`config.mk`:
```
export PLATFORM = sky130hd
export DESIGN_NAME = spis_stream_slave
export DESIGN_NICKNAME = d
export VERILOG_FILES = /design/src/rtl/spis_pkg.sv /design/src/rtl/spis_sync.sv /design/src/rtl/spis_edge_det.sv /design/src/rtl/spis_bit_fsm.sv /design/src/rtl/spis_tx_path.sv /design/src/rtl/spis_stream_slave.sv
export SDC_FILE = /design/constraint.sdc
export NUM_CORES = 1
export LEC_CHECK = 0
export ABC_AREA = 1
export BUFFER_PORTS_ARGS = -buffer_cell sky130_fd_sc_hd__buf_2
export CORE_MARGIN = 2
export CORE_UTILIZATION = 62
export CTS_CLUSTER_SIZE = 30
export DETAILED_ROUTE_END_ITERATION = 12
export PLACE_DENSITY = 0.84
export SKIP_LAST_GASP = 1
export SLEW_MARGIN = 10
export SYNTH_ARGS = -nofsm -noshare
export SYNTH_HDL_FRONTEND = slang
export SYNTH_SLANG_ARGS = --single-unit
```
`constraint.sdc`:
```
create_clock -name clk -period 2.37 [get_ports clk]
set_input_delay 0.237 -clock clk [delete_from_list [all_inputs] [get_ports clk]]
set_output_delay 0.237 -clock clk [all_outputs]
set_load 0.05 [all_outputs]
```
`src/rtl/spis_pkg.sv`:
```
package spis_pkg;

  typedef enum logic [0:0] {
    ST_IDLE  = 1'b0,
    ST_SHIFT = 1'b1
  } spis_state_e;

  // Sampling edge is the rising one when idle level and phase agree.
  function automatic logic spis_sample_on_rise(input logic cpol, input logic cpha);
    return ~(cpol ^ cpha);
  endfunction

endpackage

```
`src/rtl/spis_sync.sv`:
```
module spis_sync #(
  parameter int               WIDTH   = 1,
  parameter int               STAGES  = 2,
  parameter logic [WIDTH-1:0] RST_VAL = '0
) (
  input  logic             clk,
  input  logic             rst,
  input  logic [WIDTH-1:0] d,
  output logic [WIDTH-1:0] q
);

  logic [STAGES-1:0][WIDTH-1:0] chain;

  always_ff @(posedge clk) begin
    if (rst) begin
      chain <= {STAGES{RST_VAL}};
    end else begin
      chain[0] <= d;
      for (int i = 1; i < STAGES; i++) begin
        chain[i] <= chain[i-1];
      end
    end
  end

  assign q = chain[STAGES-1];

endmodule

```
`src/rtl/spis_edge_det.sv`:
```
module spis_edge_det
  import spis_pkg::*;
(
  input  logic clk,
  input  logic rst,
  input  logic sck_s,
  input  logic ss_n_s,
  input  logic cpol,
  input  logic cpha,
  output logic sample_evt,
  output logic change_evt,
  output logic sel_start,
  output logic sel_end,
  output logic ss_act
);

  logic sck_q;
  logic act_q;
  logic act_now;
  logic both_act;
  logic rise;
  logic fall;
  logic on_rise;

  always_ff @(posedge clk) begin
    if (rst) begin
      sck_q <= cpol;
      act_q <= 1'b0;
    end else begin
      sck_q <= sck_s;
      act_q <= ~ss_n_s;
    end
  end

  assign act_now  = ~ss_n_s;
  assign both_act = act_now & act_q;
  assign rise     = sck_s & ~sck_q & both_act;
  assign fall     = ~sck_s & sck_q & both_act;
  assign on_rise  = spis_sample_on_rise(cpol, cpha);

  assign sample_evt = on_rise ? rise : fall;
  assign change_evt = on_rise ? fall : rise;
  assign sel_start  = act_now & ~act_q;
  assign sel_end    = ~act_now & act_q;
  assign ss_act     = act_q;

endmodule

```
`src/rtl/spis_bit_fsm.sv`:
```
module spis_bit_fsm
  import spis_pkg::*;
#(
  parameter int WORD_W = 8,
  parameter int CNT_W  = $clog2(WORD_W)
) (
  input  logic              clk,
  input  logic              rst,
  input  logic              sample_evt,
  input  logic              sel_end,
  input  logic              mosi_s,
  output logic [CNT_W-1:0]  bit_cnt,
  output logic [WORD_W-1:0] rd_data,
  output logic              rd_valid
);

  localparam logic [CNT_W-1:0] LAST = CNT_W'(WORD_W - 1);

  spis_state_e       state_q, state_d;
  logic [CNT_W-1:0]  cnt_q, cnt_d;
  logic [WORD_W-1:0] rx_q, rx_d;
  logic              done_d;

  function automatic logic [CNT_W-1:0] step_count(input logic [CNT_W-1:0] c);
    return (c == LAST) ? '0 : c + 1'b1;
  endfunction

  always_comb begin
    case (state_q)
      ST_IDLE: begin
        if (sample_evt) begin
          state_d = ST_SHIFT;
          cnt_d   = step_count('0);
          rx_d    = {rx_q[WORD_W-2:0], mosi_s};
          done_d  = 1'b0;
        end else begin
          state_d = ST_IDLE;
          cnt_d   = '0;
          rx_d    = rx_q;
          done_d  = 1'b0;
        end
      end
      ST_SHIFT: begin
        if (sel_end) begin
          state_d = ST_IDLE;
          cnt_d   = '0;
          rx_d    = rx_q;
          done_d  = 1'b0;
        end else if (sample_evt) begin
          state_d = ST_SHIFT;
          cnt_d   = step_count(cnt_q);
          rx_d    = {rx_q[WORD_W-2:0], mosi_s};
          done_d  = (cnt_q == LAST);
        end else begin
          state_d = ST_SHIFT;
          cnt_d   = cnt_q;
          rx_d    = rx_q;
          done_d  = 1'b0;
        end
      end
      default: begin
        state_d = ST_IDLE;
        cnt_d   = '0;
        rx_d    = rx_q;
        done_d  = 1'b0;
      end
    endcase
  end

  always_ff @(posedge clk) begin
    if (rst) begin
      state_q  <= ST_IDLE;
      cnt_q    <= '0;
      rx_q     <= '0;
      rd_data  <= '0;
      rd_valid <= 1'b0;
    end else begin
      state_q  <= state_d;
      cnt_q    <= cnt_d;
      rx_q     <= rx_d;
      rd_valid <= done_d;
      if (done_d) rd_data <= rx_d;
    end
  end

  assign bit_cnt = cnt_q;

endmodule

```
`src/rtl/spis_tx_path.sv`:
```
module spis_tx_path #(
  parameter int WORD_W = 8,
  parameter int CNT_W  = $clog2(WORD_W)
) (
  input  logic              clk,
  input  logic              rst,
  input  logic              wr_en,
  input  logic [WORD_W-1:0] wr_data,
  input  logic              change_evt,
  input  logic              sel_start,
  input  logic              cpha,
  input  logic              ss_act,
  input  logic [CNT_W-1:0]  bit_cnt,
  output logic              load_evt,
  output logic              wr_ack,
  output logic              miso
);

  logic [WORD_W-1:0] pend_q;
  logic              pend_vld_q;
  logic [WORD_W-1:0] last_q;
  logic [WORD_W-1:0] sreg_q;

  // A word starts at a change edge with no bits sampled yet, or at select
  // start when the first bit must be present before the first edge.
  assign load_evt = (change_evt && (bit_cnt == '0)) || (sel_start && !cpha);

  always_ff @(posedge clk) begin
    if (rst) begin
      pend_q     <= '0;
      pend_vld_q <= 1'b0;
      last_q     <= '0;
      sreg_q     <= '0;
      wr_ack     <= 1'b0;
    end else begin
      wr_ack <= wr_en;
      if (load_evt) begin
        if (pend_vld_q) begin
          sreg_q <= pend_q;
          last_q <= pend_q;
        end else begin
          sreg_q <= last_q;
        end
      end else if (change_evt) begin
        sreg_q <= {sreg_q[WORD_W-2:0], 1'b0};
      end
      if (wr_en) begin
        pend_q     <= wr_data;
        pend_vld_q <= 1'b1;
      end else if (load_evt) begin
        pend_vld_q <= 1'b0;
      end
    end
  end

  assign miso = ss_act ? sreg_q[WORD_W-1] : 1'b0;

endmodule

```
`src/rtl/spis_stream_slave.sv`:
```
module spis_stream_slave #(
  parameter int WORD_W      = 8,
  parameter int SYNC_STAGES = 2
) (
  input  logic              clk,
  input  logic              rst,
  input  logic              cfg_cpol,
  input  logic              cfg_cpha,
  input  logic              spi_sck,
  input  logic              spi_ss_n,
  input  logic              spi_mosi,
  output logic              spi_miso,
  input  logic [WORD_W-1:0] tx_data,
  input  logic              tx_wr,
  output logic              tx_ack,
  output logic [WORD_W-1:0] rx_data,
  output logic              rx_valid
);

  localparam int CNT_W = $clog2(WORD_W);

  logic [2:0]       line_s;
  logic             sck_s, ss_n_s, mosi_s;
  logic             sample_evt, change_evt, sel_start, sel_end, ss_act;
  logic             load_evt;
  logic [CNT_W-1:0] bit_cnt;

  // Bit order: {sck, ss_n, mosi}; select resets to inactive.
  spis_sync #(.WIDTH(3), .STAGES(SYNC_STAGES), .RST_VAL(3'b010)) u_sync (
    .clk (clk),
    .rst (rst),
    .d   ({spi_sck, spi_ss_n, spi_mosi}),
    .q   (line_s)
  );

  assign sck_s  = line_s[2];
  assign ss_n_s = line_s[1];
  assign mosi_s = line_s[0];

  spis_edge_det u_edge (
    .clk        (clk),
    .rst        (rst),
    .sck_s      (sck_s),
    .ss_n_s     (ss_n_s),
    .cpol       (cfg_cpol),
    .cpha       (cfg_cpha),
    .sample_evt (sample_evt),
    .change_evt (change_evt),
    .sel_start  (sel_start),
    .sel_end    (sel_end),
    .ss_act     (ss_act)
  );

  spis_bit_fsm #(.WORD_W(WORD_W), .CNT_W(CNT_W)) u_fsm (
    .clk        (clk),
    .rst        (rst),
    .sample_evt (sample_evt),
    .sel_end    (sel_end),
    .mosi_s     (mosi_s),
    .bit_cnt    (bit_cnt),
    .rd_data    (rx_data),
    .rd_valid   (rx_valid)
  );

  spis_tx_path #(.WORD_W(WORD_W), .CNT_W(CNT_W)) u_tx (
    .clk        (clk),
    .rst        (rst),
    .wr_en      (tx_wr),
    .wr_data    (tx_data),
    .change_evt (change_evt),
    .sel_start  (sel_start),
    .cpha       (cfg_cpha),
    .ss_act     (ss_act),
    .bit_cnt    (bit_cnt),
    .load_evt   (load_evt),
    .wr_ack     (tx_ack),
    .miso       (spi_miso)
  );

endmodule

```
==> flow_results.org <==
** Timing
- The final critical path takes up 65.1% of the cycle.
- For the finished layout, the period the worst path requires is 1540 ps.
- Final-report setup violation count :: 0
- Based on the critical path, the design can be clocked at up to 0.648 GHz.
- Worst setup slack after layout :: 827 ps
- The clock arrives with 8.83 ps of skew.
- Summed negative setup slack over all endpoints :: 0 ps
- Headroom to the max-slew limit came out at 53.6%.
- The number of failing hold endpoints at the final stage is 0.
- At the pin with the least slew margin, the transition time is 696 ps.
- Setup repair after global routing missed its margin :: no
- The total count of max-transition violations in the final report was 0.

** Logic synthesis
- Synthesis handed over a netlist of 359 instances.
- After synthesis, the share of flip-flops with an asynchronous set or reset is 0%.
- The largest total area in the synthesized netlist belongs to sky130_fd_sc_hd__dfxtp_1.
- The average instance in the mapped netlist occupies 7.04 um2.
- Among all flip-flop cells after synthesis, the most frequent one is sky130_fd_sc_hd__dfxtp_1.
- In this run, synthesis produced a sequential element count of 55.
- Synthesis instantiated 26 different standard cells from the library.
- Post-synthesis instance area :: 2530 um2
- Of the synthesized area, sequential elements account for 43.6%.
- Total nets after synthesis :: 378
- Synth warnings :: 0
- Main area contributors after synthesis :: sky130_fd_sc_hd__dfxtp_1 44%, sky130_fd_sc_hd__nand2_1 15%, sky130_fd_sc_hd__inv_1 7.6%
- The commonest cells after synthesis are 98 x sky130_fd_sc_hd__nand2_1, 55 x sky130_fd_sc_hd__dfxtp_1, 51 x sky130_fd_sc_hd__inv_1.
- The most common cell in the synthesized netlist is sky130_fd_sc_hd__nand2_1.
- Number of enable flip-flop cells after synthesis :: 0
- After synthesis, the largest area contributor takes up 43.6% of total cell area.

** Placed design
- Detailed placer's ending HPWL :: 3270 um
- PortBufs :: 26
- Number of cells in the design after placement :: 425
- Setup slack after placement :: 837 ps
- The congestion estimate from routability-driven global placement came to 0.836.

** Run
- Across the run, the number of max-cap violations was 0.

** Floorplanning
- Placeable core area :: 3970 um2
- Initial Utilization :: 63.6%
- The initialized floorplan defines 23 standard-cell rows.
- The floorplan step defined a die boundary enclosing 4600 um2.
- During I/O placement, the number of pins put on the boundary was 27.
- DIE HEIGHT :: 67.8 um
- Die width :: 67.8 um

** Worst setup path
- Data on the critical path arrives at its endpoint at 1730 ps.
- Critical path peak fanout :: 8
- Capturing point of the worst reg2reg path :: u_tx.sreg_q[0]
- The number of cells on the worst reg-to-reg path is 8.
- Tracing the worst setup path back leads to its startpoint at u_fsm.bit_cnt[0].
- The worst register-to-register path begins at u_fsm.bit_cnt[0].
- Critical path class :: reg -> reg
- STA puts the critical path data required time at 2560 ps.
- In this run the register-to-register setup slack is 830 ps.
- Critical path launch point type :: register
- The worst setup path is captured at a register.
- Following the worst setup path forward leads to its endpoint at u_tx.sreg_q[0].

** Clock network
- After clock tree synthesis, the clock-pin slew on the worst setup and hold paths is 90 ps.
- Buffers inserted by post-CTS timing repair :: 0
- Hold repair after CTS inserted 0 buffers.
- For this design, the sink count on the clock tree is 55.
- Buffer type at the clock tree root :: sky130_fd_sc_hd__clkbuf_8
- CTS buffer count :: 5
- Deepest level of the CTS H-tree :: 2
- Counting along the longest clock path gives a buffer depth of 2.
- Post_cts resized :: 0
- Insertion delay to the later sink of the worst-skew pair :: 310 ps
- TritonCTS built the clock tree.

** GRT
- Summed over all layers, the global routing overflow is 0.
- Entering global routing, the biggest net connects 34 pins.
- Number of global-route vias before repair :: 1868
- The first global-routing pass estimated 7750 um of wire.
- Initial antenna violation count :: 0
- Global routing consumed, over all layers together, 22.4% of the routing resources.

** Finish
- In the final layout, the share of cells above drive strength 1 is 15.1%.
- Final nets :: 401
- Number of standard cells in the layout, taps in and fillers out :: 433
- Inserted Diodes :: 0
- Relative to the synthesized area, the layout overhead comes to 8.71%.

** Route
- Routed wire length :: 4530 um
- DRC violation count after routing :: 0
- Detail-routed via count per cell :: 4.83
- Routed len/inst :: 10.5 um
- Remaining number of nets flagged by the antenna check after routing :: 0
- The first detailed-routing pass ran for 4 iterations.
- The final route contains 2093 vias.
- DR iter-0 viols :: 75

** Hold path
- The path class of the tightest hold or removal check is in -> reg.

** Pwr
- PD cells :: 640 nW/um2
- Summed over all cells, the static leakage comes to 1.40 nW.
- Overall Power :: 1.76 mW
- The worst-case IR drop observed on VDD is 0.000393 V.

** Run status
- The run finished with clean final reports.
## where the power goes
group	switching, mW	internal (mW)
registers	0.0201	0.957
clock network	0.298	0.318
logic	0.106	0.0580
## worst max-delay path, cell delays in order (launching register included)
cell and delay (ps):
sky130_fd_sc_hd__dfxtp_1 380, sky130_fd_sc_hd__inv_1 60, sky130_fd_sc_hd__ha_1 180, sky130_fd_sc_hd__inv_1 50
sky130_fd_sc_hd__nor2_1 60, sky130_fd_sc_hd__a21oi_2 260, sky130_fd_sc_hd__inv_1 220, sky130_fd_sc_hd__nand3_1 160
sky130_fd_sc_hd__a21oi_1 70
## placed cells by master (no fill, tap or decap), types with 5 or more instances in the layout
cell type / Yosys / routed
sky130_fd_sc_hd__nand3_1: 23 / 23
sky130_fd_sc_hd__o21ai_0: 12 / 12
sky130_fd_sc_hd__clkbuf_8: 0 / 5
sky130_fd_sc_hd__and2_0: 7 / 7
sky130_fd_sc_hd__dfxtp_1: 55 / 55
sky130_fd_sc_hd__nor2_1: 47 / 47
sky130_fd_sc_hd__buf_2: 2 / 26
sky130_fd_sc_hd__nand2_1: 98 / 98
sky130_fd_sc_hd__a21oi_1: 20 / 20
sky130_fd_sc_hd__inv_1: 51 / 51
sky130_fd_sc_hd__o211ai_1: 7 / 7
sky130_fd_sc_hd__nand2_2: 7 / 7
## state kept, by name (all words and copies together), names as in the netlist
name,flops
u_tx.pend_q,8
u_sync.q,3
u_tx.last_q,8
u_fsm.bit_cnt,3
u_fsm.rd_valid,1
u_edge.ss_act,1
u_tx.pend_vld_q,1
u_edge.sck_q,1
u_fsm.state_q,1
u_sync.chain,3
u_fsm.rx_q,8
u_fsm.rd_data,8
u_tx.sreg_q,8
u_tx.wr_ack,1
## routing by layer
| metal | wire length (um) | GRT usage, % | vias to the layer above | part of all wire [%] |
|---|---|---|---|---|
| li1 | - | - | 1145 | - |
| met1 | 2120 | 26.4 | 910 | 47 |
| met2 | 2180 | 39.3 | 30 | 48 |
| met3 | 161 | 5.59 | 8 | 3.6 |
| met4 | 69 | 8.75 | 0 | 1.5 |
| met5 | 0 | 0 | - | 0 |
## metrics by stage
stage	instance area [um2]	hold WS [ps]	utilization (%)
after global placement	2630	396	66.3
after global routing	2750	103	69.2
after CTS	2750	97.1	69.2
after floorplan	2530	341	-
final	2750	105	69.2
after detailed placement	2630	404	66.3
## how the worst min path moves through the flow
stage,slack (ps),cells past startpoint,to,start
6_report,110,2,u_sync.chain[1],spi_ss_n
5_1_grt,100,2,u_sync.chain[1],spi_ss_n
4_1_cts,100,2,u_sync.chain[1],spi_ss_n
3_5_place_dp,400,2,u_sync.q[2],u_sync.chain[2]
3_3_place_gp,400,2,u_sync.q[0],u_sync.chain[0]
2_1_floorplan,340,1,u_sync.chain[1],spi_ss_n
## final cells by class
class	count	area, um2
Fill cell	343	1220
Multi-Input combinational cell	237	1120
Sequential cell	55	1100
Inverter	55	206
Timing Repair Buffer	28	145
Clock buffer	5	68.8
Tap cell	50	62.6
Clock inverter	3	46.3
## cells by family after synthesis
logic type / synth area share (%)
simple gates: 33.6
buf+inv: 12.2
flops: 43.6
compound gates: 9.11
fa+ha+maj: 1.49
Power figures use the tool's default switching activity.
